--- config.mk ---
export PLATFORM = sky130hd
export DESIGN_NAME = tribuf_ctrl
export DESIGN_NICKNAME = d
export VERILOG_FILES = /design/src/rtl/tribuf_pkg.sv /design/src/rtl/tribuf_wr_ring.sv /design/src/rtl/tribuf_rd_latch.sv /design/src/rtl/tribuf_addr_map.sv /design/src/rtl/tribuf_ctrl.sv
export SDC_FILE = /design/constraint.sdc
export NUM_CORES = 1
export LEC_CHECK = 0
export BUFFER_PORTS_ARGS = -buffer_cell sky130_fd_sc_hd__buf_2
export CAP_MARGIN = 30
export CORE_MARGIN = 1
export CORE_UTILIZATION = 30
export DETAILED_ROUTE_END_ITERATION = 6
export GPL_ROUTABILITY_DRIVEN = 0
export PLACE_DENSITY_LB_ADDON = 0.25
export SYNTH_ARGS = -nofsm -noshare
export SYNTH_HDL_FRONTEND = slang
export SYNTH_SLANG_ARGS = --single-unit
--- constraint.sdc ---
create_clock -name clk -period 1.7 [get_ports clk]
set_input_delay 0 -clock clk [delete_from_list [all_inputs] [get_ports clk]]
set_output_delay 0 -clock clk [all_outputs]
set_load 0.03 [all_outputs]
--- src/rtl/tribuf_pkg.sv ---
package tribuf_pkg;

    localparam int NUM_BUFS = 3;
    localparam int IDX_W    = 2;

    typedef logic [IDX_W-1:0] buf_idx_t;

    // Frame events seen by the controller in one cycle
    typedef struct packed {
        logic wr_done;
        logic rd_start;
    } frame_evt_t;

    localparam buf_idx_t WR_RESET_IDX = buf_idx_t'(0);
    localparam buf_idx_t RD_RESET_IDX = buf_idx_t'(NUM_BUFS - 1);

    function automatic buf_idx_t idx_next(input buf_idx_t i);
        return (i == buf_idx_t'(NUM_BUFS - 1)) ? buf_idx_t'(0) : buf_idx_t'(i + 1'b1);
    endfunction

    function automatic buf_idx_t idx_prev(input buf_idx_t i);
        return (i == buf_idx_t'(0)) ? buf_idx_t'(NUM_BUFS - 1) : buf_idx_t'(i - 1'b1);
    endfunction

endpackage

--- src/rtl/tribuf_wr_ring.sv ---
module tribuf_wr_ring
    import tribuf_pkg::*;
(
    input  logic       clk,
    input  logic       rst,
    input  frame_evt_t evt,
    output buf_idx_t   wr_idx
);

    buf_idx_t cur_q;

    always_ff @(posedge clk) begin
        if (rst) begin
            cur_q <= WR_RESET_IDX;
        end else if (evt.wr_done) begin
            cur_q <= idx_next(cur_q);
        end
    end

    assign wr_idx = cur_q;

endmodule

--- src/rtl/tribuf_rd_latch.sv ---
module tribuf_rd_latch
    import tribuf_pkg::*;
(
    input  logic       clk,
    input  logic       rst,
    input  frame_evt_t evt,
    input  buf_idx_t   wr_idx,
    output buf_idx_t   rd_idx
);

    buf_idx_t target;
    buf_idx_t rd_q;

    // On a completion in this cycle, the buffer just finished is wr_idx itself.
    always_comb begin
        if (evt.wr_done) begin
            target = wr_idx;
        end else begin
            target = idx_prev(wr_idx);
        end
    end

    always_ff @(posedge clk) begin
        if (rst) begin
            rd_q <= RD_RESET_IDX;
        end else if (evt.rd_start) begin
            rd_q <= target;
        end
    end

    assign rd_idx = rd_q;

endmodule

--- src/rtl/tribuf_addr_map.sv ---
module tribuf_addr_map
    import tribuf_pkg::*;
#(
    parameter int                ADDR_W      = 32,
    parameter logic [ADDR_W-1:0] BASE_ADDR   = 32'h1000_0000,
    parameter logic [ADDR_W-1:0] FRAME_BYTES = 32'h0004_B000
)(
    input  buf_idx_t          idx,
    output logic [ADDR_W-1:0] base
);

    logic [ADDR_W-1:0] region [NUM_BUFS];

    for (genvar g = 0; g < NUM_BUFS; g++) begin : g_region
        assign region[g] = BASE_ADDR + ADDR_W'(g) * FRAME_BYTES;
    end

    always_comb begin
        case (idx)
            buf_idx_t'(1): base = region[1];
            buf_idx_t'(2): base = region[2];
            default:       base = region[0];
        endcase
    end

endmodule

--- src/rtl/tribuf_ctrl.sv ---
module tribuf_ctrl
    import tribuf_pkg::*;
#(
    parameter int                ADDR_W      = 32,
    parameter logic [ADDR_W-1:0] BASE_ADDR   = 32'h1000_0000,
    parameter logic [ADDR_W-1:0] FRAME_BYTES = 32'h0004_B000
)(
    input  logic              clk,
    input  logic              rst,
    input  logic              wr_done,
    input  logic              rd_start,
    output logic [1:0]        wr_idx,
    output logic [ADDR_W-1:0] wr_base,
    output logic [1:0]        rd_idx,
    output logic [ADDR_W-1:0] rd_base
);

    frame_evt_t evt;
    buf_idx_t   w_idx;
    buf_idx_t   r_idx;

    assign evt.wr_done  = wr_done;
    assign evt.rd_start = rd_start;

    tribuf_wr_ring u_wr (
        .clk    (clk),
        .rst    (rst),
        .evt    (evt),
        .wr_idx (w_idx)
    );

    tribuf_rd_latch u_rd (
        .clk    (clk),
        .rst    (rst),
        .evt    (evt),
        .wr_idx (w_idx),
        .rd_idx (r_idx)
    );

    tribuf_addr_map #(
        .ADDR_W      (ADDR_W),
        .BASE_ADDR   (BASE_ADDR),
        .FRAME_BYTES (FRAME_BYTES)
    ) u_wmap (
        .idx  (w_idx),
        .base (wr_base)
    );

    tribuf_addr_map #(
        .ADDR_W      (ADDR_W),
        .BASE_ADDR   (BASE_ADDR),
        .FRAME_BYTES (FRAME_BYTES)
    ) u_rmap (
        .idx  (r_idx),
        .base (rd_base)
    );

    assign wr_idx = w_idx;
    assign rd_idx = r_idx;

endmodule

Yosys cells after proc, flatten, opt, wreduce, memory -nomap -nowiden. Cells that the tools add are included.

Bits in registers: 4. Input bits: 4.

$add $sub $neg: 2. Equal/unequal tests: 4. Muxes and demuxes: 5. Reduce and logical (&&, ||, !) cells: 1.

Operator list (number): 20-bit one-hot mux with 2 select lines (2); 2-bit 2-to-1 mux (3); 2-bit by 1-bit == test with 1-bit output (second input constant) (2); 2-bit == test (second input constant) (2); 2-bit by 1-bit adder with 2-bit output (second input constant) (1); 2-bit logical NOT (1); 2-bit by 1-bit subtractor with 2-bit output (second input constant) (1).

Logic depth before layout (Yosys ltp).
Depth in word-level cells: 3. Gate-level depth with buffers: 4.

Cells and area by module. A second synthesis with hierarchy kept.

Cell total of the unflattened synthesis: 91. Area total of the unflattened synthesis: 709.4 um^2.

Modules (own cells, without submodules): tribuf_addr_map (instances 2, cells each 36, area each 261.5 um^2, seq. area each 0.0 um^2); tribuf_rd_latch (instances 1, cells each 11, area each 107.6 um^2, seq. area each 40.0 um^2); tribuf_wr_ring (instances 1, cells each 8, area each 78.8 um^2, seq. area each 40.0 um^2).

Least setup slack after synthesis. No wires, ideal clock.

Kind: register to register. Start: register u_wr.cur_q[0], in the netlist u_wr.wr_idx[0]. End: register u_rd.rd_q[1], in the netlist u_rd.rd_idx[1]. Setup time: 122 ps. Arrival time: 1522 ps. Required time: 1578 ps. Setup slack: 56 ps. Stages on the path, launching flop included: 5. Path buffers: 0. Period minus slack after synthesis: 1644 ps. Cells stage by stage: dfxtp_1 > inv_1 > ha_1 > nand2b_1 > a311o_1.

Longest elaborated chain between the ends: 3.

RTL lines: start, declared (line tribuf_wr_ring.sv:10) `buf_idx_t cur_q;`; start signal, assigned (line tribuf_wr_ring.sv:16) `cur_q <= idx_next(cur_q);`; 2-bit by 1-bit subtractor with 2-bit output / 2-bit logical NOT (equally long branches) (line tribuf_pkg.sv:22) `return (i == buf_idx_t'(0)) ? buf_idx_t'(NUM_BUFS - 1) : buf_idx_t'(i - 1'b1);`; 2-bit 2-to-1 mux * (line tribuf_pkg.sv:22); 2-bit 2-to-1 mux * (line tribuf_rd_latch.sv:16) `if (evt.wr_done) begin`; end signal, assigned (line tribuf_rd_latch.sv:27) `rd_q <= target;`; end, declared (line tribuf_rd_latch.sv:12) `buf_idx_t rd_q;`.

Every way passes the cells marked *; elsewhere a longest branch is shown, timed or not. A chain may end at the register's enable or synchronous reset.

Worst setup path in the final report. Same ends and word-level chain as after synthesis.

==> impl_metrics.tcl <==
set metrics [dict create \
    ios 72 \
    postLayoutSetupSlackWorst_ns 0.402 \
    clock_sinks 4 \
    path_class "register to register" \
    register_area_um2 80.1 \
    numCtsBuffers 3 \
    multi_input_area_um2 329 \
    crit_path_start_kind "register" \
    rrSetupSlack_ns 0.40 \
    place_inst 123 \
    drive_above_1_share_pct 23.8 \
    use_met3_pct 3.40 \
    grt_max_degree 6 \
    grt_setup_unrepaired "false" \
    power_frac_comb_pct 56.0 \
    synthTopCellsByArea "buf_4 64%, dfxtp_1 12%, ha_1 9.2%" \
    yosys.area.top_type "buf_4" \
    drtIter0Drc 1 \
    drv_cap 0 \
    cp_num_buf_inv 1 \
    grt_first_pass_wirelength_um 1160 \
    firstDrtPassIters 2 \
    syn_inst 85 \
    power_frac_seq_pct 20.7 \
    hpwl_um 751 \
    critPathArrivalTime_ns 1.42 \
    grtUsageMet1_pct 7.21 \
    htreeDepth 1 \
    hold_buffers 2 \
    slew_violations 0 \
    hold_viol 0 \
    coreArea_um2 2040 \
    min_period_ns 1.30 \
    p_per_area_nw_per_um2 868 \
    worstSkewPairLatency_ns 0.24 \
    wl_per_cell_um 6.84 \
    crit_fanout 5 \
    endpoint_kind "register" \
    grt.busiest_layer "met2" \
    cp_cell_sequence "inv_1 > ha_1 > nand2b_1 > a311o_1" \
    cts_buffer_depth 2 \
    yosysSeqAreaShare_pct 11.7 \
    grt_pass1_vias 251 \
    diodes 0 \
    finalCritPeriodShare_pct 76.4 \
    power.leakage_nw 0.402 \
    run_status "finished, final reports clean" \
    io_buffer_count 21 \
    routed_wl_um 876 \
    hold-path-cell-count 3 \
    drc 0 \
    ir_worst_vdd_v 0.000362 \
    cts_resized 0 \
    globalRouteOverflowTotal 0 \
    cp_top_family "flip-flops" \
    die_h_um 49.7 \
    root_buffer "clkbuf_4" \
    synth.cell_area_um2 683 \
    crit_slowest_cell "dfxtp_1" \
    grt_antenna_before_repair 0 \
    n_fill_cell 240 \
    stdcell_count 128 \
    setup_viol_count_final 0 \
    critPathMaxStageDelay_ns 0.39 \
    ys_ff_latch 4 \
    yosysWarnings 0 \
    die_w_um 49.7 \
    area_delta_synth_final_pct -10.8 \
    avgSynthCellArea_um2 8.04 \
    ant_nets 0 \
    p_sw_w 0.000302 \
    start_util_pct 33.5 \
    rows 16 \
    synth_cell_types 12 \
    tritoncts "built" \
    cell_internal_pwr_w 0.000227 \
    cts_setup_buffers 0 \
    max_freq_ghz 0.770 \
    fin_tns_setup_ns 0 \
    synth_top_area_share_pct 63.7 \
    grtUsageMet2_pct 9.23 \
    layout.nets 112 \
    skew_ns 0.000407 \
    die_area_um2 2470 \
    power.share.clock_pct 23.3 \
    whs_ns 0.0941 \
    via_count 392 \
    hold_path.class "input pin to register" \
    viasPerCell 3.06 \
    grt_usage_pct 6.79 \
    dp_slack_ns 0.405 \
    cp.depth 4 \
    worstPathRequired_ns 1.83 \
    clkSlewWorstSetupHoldPaths_ns 0.04 \
    p_sw_share_pct 57.1 \
    ff2ff_path_depth 4 \
]
==> worst min-delay path, stage by stage <==
cell and delay, ns:
buf_2 0.14, mux2i_1 0.09, nor2_1 0.07
==> kinds of logic (layout without fill, tap and decap cells) <==
group                    count (synthesis)  in the layout  synth area share (%)
AO/OA/AOI/OAI                            2              2                  2.56
buffers and inverters                   63             31                  66.5
multiplexers                             3              3                  4.40
adder cells (fa/ha/maj)                  5              5                  9.16
flip-flops                               4              4                  11.7
AND/OR/NAND/NOR                          6              6                  4.58
other                                    2             50                  1.10
==> per-layer routing <==
| layer | vias to the layer above | wire (um) |
|---|---|---|
| met5 | - | 0 |
| met4 | 0 | 25 |
| met3 | 4 | 139 |
| met2 | 47 | 400 |
| met1 | 158 | 311 |
| li1 | 183 | - |
==> registers in the layout (all words and copies together), names as in the netlist <==
register	count
u_rd.rd_idx	2
u_wr.wr_idx	2
==> path summary, 6_finish.rpt <==
path	startpoint	to
max	u_wr.wr_idx[0]	u_rd.rd_idx[1]
min	wr_done	u_wr.wr_idx[1]
max reg2reg	u_wr.wr_idx[0]	u_rd.rd_idx[1]
min reg2reg	u_rd.rd_idx[0]	u_rd.rd_idx[0]
==> cells in the mapped netlist <==
library cell,n
ha_1,5
a211oi_1,1
nand2b_1,1
or2b_1,1
nor2_1,3
a311o_1,1
conb_1,2
dfxtp_1,4
mux2i_1,3
inv_1,5
buf_4,58
nor2b_1,1
==> metrics by stage <==
step | cell area, um^2 | utilization, % | power (W)
after global placement | 567 | 27.8 | 0.000401
after CTS | 609 | 29.8 | 0.000534
after global routing | 609 | 29.8 | 0.000564
final | 609 | 29.8 | 0.000529
after floorplan | 863 | - | 0.000468
after detailed placement | 567 | 27.8 | 0.000402
==> power by group through the flow <==
stage / Combinational, W / Clock [W] / Sequential [W]
final: 0.000296 / 0.000123 / 0.000109
after global routing: 0.000312 / 0.000141 / 0.000111
after CTS: 0.000295 / 0.000129 / 0.000110
after detailed placement: 0.000291 / 0 / 0.000111
after global placement: 0.000291 / 0 / 0.000110
after floorplan: 0.000344 / 0 / 0.000124
==> layout by cell type, fill, tap and decap left out <==
master	count
or2b_1	1
dfxtp_1	4
a211oi_1	1
nand2b_1	1
conb_1	50
a311o_1	1
mux2i_1	3
clkbuf_4	3
nor2b_1	1
inv_1	5
buf_2	21
ha_1	5
nor2_1	3
dlygate4sd3_1	2
==> area by class of cell <==
cell class | instances | share of cell area, %
flip-flops and latches | 4 | 13.1
well taps | 27 | 5.54
clock buffers | 3 | 3.70
inverters | 5 | 3.08
repair buffers | 23 | 20.5
multi-input cells | 66 | 54.0
Power figures use the tool's default switching activity.
